$ cat config.mk
export PLATFORM = sky130hd
export DESIGN_NAME = gpu_pwr_ctrl
export DESIGN_NICKNAME = d
export VERILOG_FILES = /design/src/rtl/gpu_pwr_pkg.sv /design/src/rtl/pwr_domain_seq.sv /design/src/rtl/pwr_regbank.sv /design/src/rtl/gpu_pwr_ctrl.sv
export SDC_FILE = /design/constraint.sdc
export NUM_CORES = 1
export LEC_CHECK = 0
export BUFFER_PORTS_ARGS = -buffer_cell sky130_fd_sc_hd__buf_2
export CAP_MARGIN = 20
export CELL_PAD_IN_SITES_DETAIL_PLACEMENT = 2
export CELL_PAD_IN_SITES_GLOBAL_PLACEMENT = 2
export CORE_MARGIN = 2
export CORE_UTILIZATION = 27
export DETAILED_ROUTE_END_ITERATION = 10
export PLACE_DENSITY = 0.81
export SLEW_MARGIN = 0
export SYNTH_ARGS = -nofsm -noshare
export SYNTH_HDL_FRONTEND = slang
export SYNTH_SLANG_ARGS = --single-unit
$ cat constraint.sdc
create_clock -name clk -period 1.87 [get_ports clk]
set_input_delay 0.0935 -clock clk [delete_from_list [all_inputs] [get_ports clk]]
set_output_delay 0.0935 -clock clk [all_outputs]
set_load 0.03 [all_outputs]
$ cat src/rtl/gpu_pwr_pkg.sv
// Shared constants and types for the GPU power domain controller.
// Assumes a 6-bit byte offset bus with word-aligned registers.
package gpu_pwr_pkg;

    localparam int ADDR_W = 6;

    // Register offsets (bytes)
    localparam logic [ADDR_W-1:0] OFS_WAKE   = 6'h00;
    localparam logic [ADDR_W-1:0] OFS_SLEEP  = 6'h04;
    localparam logic [ADDR_W-1:0] OFS_STATUS = 6'h08;
    localparam logic [ADDR_W-1:0] OFS_MASK   = 6'h0C;
    localparam logic [ADDR_W-1:0] OFS_RAW    = 6'h10;
    localparam logic [ADDR_W-1:0] OFS_MSKD   = 6'h14;
    localparam logic [ADDR_W-1:0] OFS_CLEAR  = 6'h18;
    localparam logic [ADDR_W-1:0] OFS_SETTLE = 6'h1C;
    localparam logic [ADDR_W-1:0] OFS_ALLUP  = 6'h24;
    localparam logic [ADDR_W-1:0] OFS_LIMIT  = 6'h28;

    // Event bit positions in raw/mask/masked registers
    localparam int EV_WAKE  = 0;
    localparam int EV_SLEEP = 1;
    localparam int EV_W     = 2;

    // Per-domain sequencer states
    typedef enum logic [2:0] {
        DS_ON     = 3'd0,
        DS_ISO    = 3'd1,
        DS_DRAIN  = 3'd2,
        DS_OFF    = 3'd3,
        DS_RAMP   = 3'd4,
        DS_SETTLE = 3'd5
    } dom_state_e;

endpackage

$ cat src/rtl/pwr_domain_seq.sv
// Power sequencer for one domain.
// Sleep: isolate, drop enable, wait for power-good low.
// Wake: raise enable, wait for power-good high, hold isolation for
// the settle count, then release isolation.
// Assumes power-good stays high once it has risen during a wake.
module pwr_domain_seq
    import gpu_pwr_pkg::*;
#(
    parameter int DELAY_W = 8
) (
    input  logic               clk,
    input  logic               rst_n,
    input  logic               wake_req,
    input  logic               sleep_req,
    input  logic               pgood,
    input  logic [DELAY_W-1:0] settle,
    output logic               pwr_en,
    output logic               iso,
    output logic               asleep,
    output logic               wake_busy,
    output logic               sleep_busy
);

    dom_state_e         st_q, st_d;
    logic [DELAY_W-1:0] cnt_q, cnt_d;

    // Next-state logic for the domain sequence
    always_comb begin
        st_d  = st_q;
        cnt_d = cnt_q;
        unique case (st_q)
            DS_ON:     if (sleep_req) st_d = DS_ISO;
            DS_ISO:    st_d = DS_DRAIN;
            DS_DRAIN:  if (!pgood) st_d = DS_OFF;
            DS_OFF:    if (wake_req) st_d = DS_RAMP;
            DS_RAMP: begin
                if (pgood) begin
                    if (settle == '0) begin
                        st_d = DS_ON;
                    end else begin
                        st_d  = DS_SETTLE;
                        cnt_d = settle - 1'b1;
                    end
                end
            end
            DS_SETTLE: begin
                if (cnt_q == '0) st_d = DS_ON;
                else             cnt_d = cnt_q - 1'b1;
            end
            default:   st_d = DS_ON;
        endcase
    end

    // State and settle counter registers
    always_ff @(posedge clk) begin
        if (!rst_n) begin
            st_q  <= DS_ON;
            cnt_q <= '0;
        end else begin
            st_q  <= st_d;
            cnt_q <= cnt_d;
        end
    end

    // Pin and status decode from state
    always_comb begin
        pwr_en     = (st_q == DS_ON) || (st_q == DS_ISO) ||
                     (st_q == DS_RAMP) || (st_q == DS_SETTLE);
        iso        = (st_q != DS_ON);
        asleep     = (st_q == DS_OFF) || (st_q == DS_RAMP) || (st_q == DS_SETTLE);
        wake_busy  = (st_q == DS_RAMP) || (st_q == DS_SETTLE);
        sleep_busy = (st_q == DS_ISO) || (st_q == DS_DRAIN);
    end


    en_after_iso_chk: assert property (@(posedge clk) disable iff (!rst_n)
        $fell(pwr_en) |-> $past(iso));


    iso_release_chk: assert property (@(posedge clk) disable iff (!rst_n)
        $fell(iso) |-> ($past(pgood) && pwr_en));


    sleep_entry_chk: assert property (@(posedge clk) disable iff (!rst_n)
        $rose(asleep) |-> (!pwr_en && !$past(pgood)));


    wake_status_chk: assert property (@(posedge clk) disable iff (!rst_n)
        $fell(asleep) |-> (!iso && pwr_en));

endmodule

$ cat src/rtl/pwr_regbank.sv
// Register decode, event latching and interrupt for the power controller.
// Read data is combinational from bus_addr. Assumes NUM_DOM < 32 and
// DELAY_W < 32. Illegal offsets are ignored on write and read as zero.
module pwr_regbank
    import gpu_pwr_pkg::*;
#(
    parameter int NUM_DOM = 3,
    parameter int DELAY_W = 8
) (
    input  logic               clk,
    input  logic               rst_n,
    input  logic               bus_sel,
    input  logic               bus_wr,
    input  logic [ADDR_W-1:0]  bus_addr,
    input  logic [31:0]        bus_wdata,
    output logic [31:0]        bus_rdata,
    output logic [NUM_DOM-1:0] wake_cmd,
    output logic [NUM_DOM-1:0] sleep_cmd,
    output logic [DELAY_W-1:0] settle,
    input  logic [NUM_DOM-1:0] asleep,
    input  logic               any_wake_busy,
    input  logic               any_sleep_busy,
    output logic               irq
);

    localparam int STAT_PAD = 32 - NUM_DOM;
    localparam int DLY_PAD  = 32 - DELAY_W;
    localparam int EV_PAD   = 32 - EV_W;

    logic              legal;
    logic              wr_ok;
    logic [EV_W-1:0]   mask_q;
    logic [EV_W-1:0]   raw_q;
    logic [EV_W-1:0]   ev_set;
    logic [EV_W-1:0]   ev_clr;
    logic [DELAY_W-1:0] settle_q;
    logic              wake_busy_q;
    logic              sleep_busy_q;

    // Address legality: aligned and inside the decoded window
    always_comb begin
        legal = (bus_addr[1:0] == 2'b00) && (bus_addr < OFS_LIMIT);
        wr_ok = bus_sel && bus_wr && legal;
    end

    // Command pulses to the sequencers
    always_comb begin
        wake_cmd  = '0;
        sleep_cmd = '0;
        if (wr_ok && bus_addr == OFS_WAKE)  wake_cmd  = bus_wdata[NUM_DOM-1:0];
        if (wr_ok && bus_addr == OFS_ALLUP) wake_cmd  = '1;
        if (wr_ok && bus_addr == OFS_SLEEP) sleep_cmd = bus_wdata[NUM_DOM-1:0];
    end

    // Event set on busy falling edges, clear from the clear register
    always_comb begin
        ev_set           = '0;
        ev_set[EV_WAKE]  = wake_busy_q && !any_wake_busy;
        ev_set[EV_SLEEP] = sleep_busy_q && !any_sleep_busy;
        ev_clr           = (wr_ok && bus_addr == OFS_CLEAR) ? bus_wdata[EV_W-1:0] : '0;
    end

    // Software-visible registers and busy history
    always_ff @(posedge clk) begin
        if (!rst_n) begin
            mask_q       <= '0;
            raw_q        <= '0;
            settle_q     <= '0;
            wake_busy_q  <= 1'b0;
            sleep_busy_q <= 1'b0;
        end else begin
            wake_busy_q  <= any_wake_busy;
            sleep_busy_q <= any_sleep_busy;
            raw_q        <= (raw_q & ~ev_clr) | ev_set;
            if (wr_ok && bus_addr == OFS_MASK)   mask_q   <= bus_wdata[EV_W-1:0];
            if (wr_ok && bus_addr == OFS_SETTLE) settle_q <= bus_wdata[DELAY_W-1:0];
        end
    end

    // Read mux; write-only, reserved and illegal offsets read zero
    always_comb begin
        bus_rdata = '0;
        if (bus_sel && !bus_wr && legal) begin
            unique case (bus_addr)
                OFS_STATUS: bus_rdata = {{STAT_PAD{1'b0}}, asleep};
                OFS_MASK:   bus_rdata = {{EV_PAD{1'b0}}, mask_q};
                OFS_RAW:    bus_rdata = {{EV_PAD{1'b0}}, raw_q};
                OFS_MSKD:   bus_rdata = {{EV_PAD{1'b0}}, raw_q & mask_q};
                OFS_SETTLE: bus_rdata = {{DLY_PAD{1'b0}}, settle_q};
                default:    bus_rdata = '0;
            endcase
        end
    end

    assign settle = settle_q;
    assign irq    = |(raw_q & mask_q);


    wake_ev_hold_chk: assert property (@(posedge clk) disable iff (!rst_n)
        (raw_q[EV_WAKE] && !ev_clr[EV_WAKE]) |=> raw_q[EV_WAKE]);


    sleep_ev_hold_chk: assert property (@(posedge clk) disable iff (!rst_n)
        (raw_q[EV_SLEEP] && !ev_clr[EV_SLEEP]) |=> raw_q[EV_SLEEP]);


    illegal_write_chk: assert property (@(posedge clk) disable iff (!rst_n)
        (bus_sel && bus_wr && !legal) |=> ($stable(mask_q) && $stable(settle_q)));


    illegal_cmd_chk: assert property (@(posedge clk) disable iff (!rst_n)
        (bus_sel && !legal) |-> (wake_cmd == '0 && sleep_cmd == '0));

endmodule

$ cat src/rtl/gpu_pwr_ctrl.sv
// GPU power domain controller top: register bank plus one sequencer
// per domain. Busy flags are reduced here for completion events.
module gpu_pwr_ctrl
    import gpu_pwr_pkg::*;
#(
    parameter int NUM_DOM = 3,
    parameter int DELAY_W = 8
) (
    input  logic               clk,
    input  logic               rst_n,
    input  logic               bus_sel,
    input  logic               bus_wr,
    input  logic [5:0]         bus_addr,
    input  logic [31:0]        bus_wdata,
    output logic [31:0]        bus_rdata,
    output logic [NUM_DOM-1:0] dom_pwr_en,
    output logic [NUM_DOM-1:0] dom_iso,
    input  logic [NUM_DOM-1:0] dom_pgood,
    output logic               irq
);

    logic [NUM_DOM-1:0] wake_cmd;
    logic [NUM_DOM-1:0] sleep_cmd;
    logic [NUM_DOM-1:0] asleep;
    logic [NUM_DOM-1:0] wake_busy;
    logic [NUM_DOM-1:0] sleep_busy;
    logic [DELAY_W-1:0] settle;

    pwr_regbank #(.NUM_DOM(NUM_DOM), .DELAY_W(DELAY_W)) u_regs (
        .clk            (clk),
        .rst_n          (rst_n),
        .bus_sel        (bus_sel),
        .bus_wr         (bus_wr),
        .bus_addr       (bus_addr),
        .bus_wdata      (bus_wdata),
        .bus_rdata      (bus_rdata),
        .wake_cmd       (wake_cmd),
        .sleep_cmd      (sleep_cmd),
        .settle         (settle),
        .asleep         (asleep),
        .any_wake_busy  (|wake_busy),
        .any_sleep_busy (|sleep_busy),
        .irq            (irq)
    );

    for (genvar i = 0; i < NUM_DOM; i++) begin : g_dom
        pwr_domain_seq #(.DELAY_W(DELAY_W)) u_seq (
            .clk        (clk),
            .rst_n      (rst_n),
            .wake_req   (wake_cmd[i]),
            .sleep_req  (sleep_cmd[i]),
            .pgood      (dom_pgood[i]),
            .settle     (settle),
            .pwr_en     (dom_pwr_en[i]),
            .iso        (dom_iso[i]),
            .asleep     (asleep[i]),
            .wake_busy  (wake_busy[i]),
            .sleep_busy (sleep_busy[i])
        );
    end

endmodule

==> results.md <==
- Cell area after synthesis: ~3300 um2
- First-pass GRT wire length: 20,300 um
- Worst Max-Slew Pin Slew: 0.622 ns
- IO Count: 84
- CTS clock-pin slew for the worst setup and hold paths: approximately 0.07 ns
- CTS sink cnt: 47
- Total CTS buffers: 5
- Rows: 40
- Total power: around 0.0023 W
- TritonCTS clock tree: yes
- Power per cell area: about 530 nW/um2
- Post-synth top area share: 0.283
- Synthesized flop and latch total: 47
- Ys flop type: dfxtp_1
- Die extent in x: approximately 110 um
- Peak VDD IR: 0.300 mV
- Placement Setup Slack: -0.109 ns
- CP Capture Type: flop
- H-tree levels: 2
- Ranking of synthesized cells by area: dfxtp_1 28%, buf_4 6.8%, nor2_1 6.3%
- Busiest grt layer: met2
- Detailed-route via count: 3,602
- Worst setup SP type: flop
- Ys async rst share: 0
- Worst EP required: 2.04 ns
- Die area: about 13,000 um2
- HP Class: input pin to flop
- Period Utilization, post-route: 1.10
- Final Wtd Congestion: between 0.8 and 0.9
- Final Max Slew Viols: 0
- Port Buf Inserts: 35
- GR Util met2: 0.359
- Core ar.: ~12,000 um2
- Clock Latency Late Sink: about 0.3 ns
- Antenna-violating nets left: 0
- Vias in the first global route: 3,814
- Final setup viols: 1
- Post-DP HPWL: 9390 um
- Layout Nets: around 570
- Worst-case clock buffer depth: 2
- Final hold vios: 0
- Max-cap violations: 0
- Worst rel slew slack: 0.582
- Met3 usage: 0.0216
- WL final: between 10,000 and 15,000 um
- Pleak: 1.71 nW
- Initial antenna violation count: 0
- Clk_skew: 0.00728 ns
- Top fanout value on the critical path: 4
- Root Driver: clkbuf_16
- # hold bufs at CTS: 0
- Yosys top cell by area: dfxtp_1
- Layout overhead on the synthesized area: 30.7%
- Initial DRC count: 148
- RSZ-0062 raised after global routing: yes
- Gr ovfl total: 0
- Residual DRC: 0
- Highest clock rate: 485 MHz
- Synth unique cells: 65
- Die Span Y: 115 um
- Final setup margin: -0.193 ns
- Post-synthesis cell count: 438
- All-Layer GR Usage: 0.196
- TNS Setup: -0.193 ns
- EDFF count, synth: 0
- Ant. Diodes: 0
- Status: finished with violations
- Crit path kind: flop to flop
- Routed length per instance: 21.0 um
- Largest net degree at the start of global routing: 42
- Most frequent cell after synthesis: nor2_1
- Post-synthesis sequential area ratio: 0.283
- Warnings, synthesis: 0
- Violated checks: negative setup slack
- Starting Density: 0.277
- Syn avg cell area: 7.59 um2
- Min Tclk post-route: approximately 2.1 ns
- Drt first pass iters: 5
- Routed vias/inst: ~5.4
- CP arrival: 2.24 ns
- Synth cell count leaders: 56 x nor2_1, 47 x dfxtp_1, 38 x nand2_1
- GRT met1 Usage: 0.240
- Share of layout cells above drive strength 1: 0.299
[flip-flops by register name, summed over array words and instances, names as in the netlist]
name                 cells
g_dom.u_seq.cnt_q       24
g_dom.u_seq.st_q         9
u_regs.mask_q            2
u_regs.raw_q             2
u_regs.settle            8
u_regs.sleep_busy_q      1
u_regs.wake_busy_q       1
[layer usage]
| layer | part of all wire | wire (um) | vias up |
|---|---|---|---|
| met5 | 0 | 0 | - |
| met4 | 0.024 | 337 | 0 |
| met3 | 0.028 | 390 | 24 |
| met2 | 0.52 | 7280 | 88 |
| met1 | 0.43 | 6030 | 1811 |
| li1 | - | - | 1679 |
[worst paths after layout]
kind                      startpoint                      end  slack (ns)  cells past startpoint
max reg2reg  g_dom[1].u_seq.cnt_q[2]  g_dom[1].u_seq.cnt_q[7]       -0.19                      6
max          g_dom[1].u_seq.cnt_q[2]  g_dom[1].u_seq.cnt_q[7]       -0.19                      6
min reg2reg  g_dom[0].u_seq.cnt_q[7]  g_dom[0].u_seq.cnt_q[7]        0.49                      2
min                     bus_wdata[3]         u_regs.settle[3]        0.06                      3
[power by group]
part / total (W) / internal [W] / leakage [nW] / switching [W]
registers: 0.00103 / 0.00101 / 0.385 / 0.0000156
logic: 0.000255 / 0.0000684 / 1.25 / 0.000187
clock network: 0.00100 / 0.000570 / 0.0761 / 0.000433
total: 0.00228 / 0.00165 / 1.71 / 0.000635
[area by class of cell]
| type | count | area [um2] |
|---|---|---|
| fillers | 1394 | 7670 |
| multi-input cells | 350 | 2290 |
| flip-flops and latches | 47 | 956 |
| repair buffers | 99 | 686 |
| well taps | 147 | 184 |
| clock buffers | 7 | 153 |
| inverters | 18 | 67.6 |
| clock inverters | 1 | 7.51 |
[cells by family after synthesis]
family	Yosys count	share of synthesized area
other	1	0.00113
flip-flops	47	0.283
adder cells (fa/ha/maj)	7	0.0263
XOR/XNOR	9	0.0237
AO/OA/AOI/OAI	105	0.213
AND/OR/NAND/NOR	185	0.286
buffers and inverters	64	0.107
multiplexers	20	0.0602
[cell usage in the layout, fill, tap and decap left out, types with 4 or more instances in the layout]
master	n
nand2b_1	12
nor2b_1	5
nor2_1	54
o22ai_1	6
dfxtp_2	12
ha_1	5
o21ai_0	19
nand2_1	37
conb_1	24
a21oi_1	27
or3_1	5
inv_2	4
mux2i_1	19
buf_4	60
clkbuf_16	5
a32o_1	4
nand3_1	11
dfxtp_1	35
nor4_1	7
buf_6	4
and2_1	7
xnor2_1	4
a31oi_1	7
buf_2	34
inv_1	13
nor3_1	15
o21ai_1	4
[critical path, cell delays in order (launching register included)]
cell	delay [ns]
dfxtp_2	0.32
buf_4	0.14
nor3_1	0.48
nand3_1	0.24
nor3_1	0.30
a21oi_1	0.09
o32ai_1	0.36
[repair_timing]
action / in CTS / in global routing
setup endpoints to repair: 29 / 30
gates resized for setup: 17 / 44
gates cloned: 1 / 0
pin swaps: 1 / 10
setup buffers: 1 / 8
[stage by stage]
step           instances  hold WS [ns]  utilization  instance area, um2
5_1_grt              669        0.0626        0.362                4340
6_report             669        0.0588        0.362                4340
2_1_floorplan        461         0.241            -                3410
4_1_cts              661        0.0520        0.344                4130
3_5_place_dp         651         0.358        0.325                3900
3_3_place_gp         651         0.345        0.325                3900
Note: power is estimated with default switching activity, not from simulation.
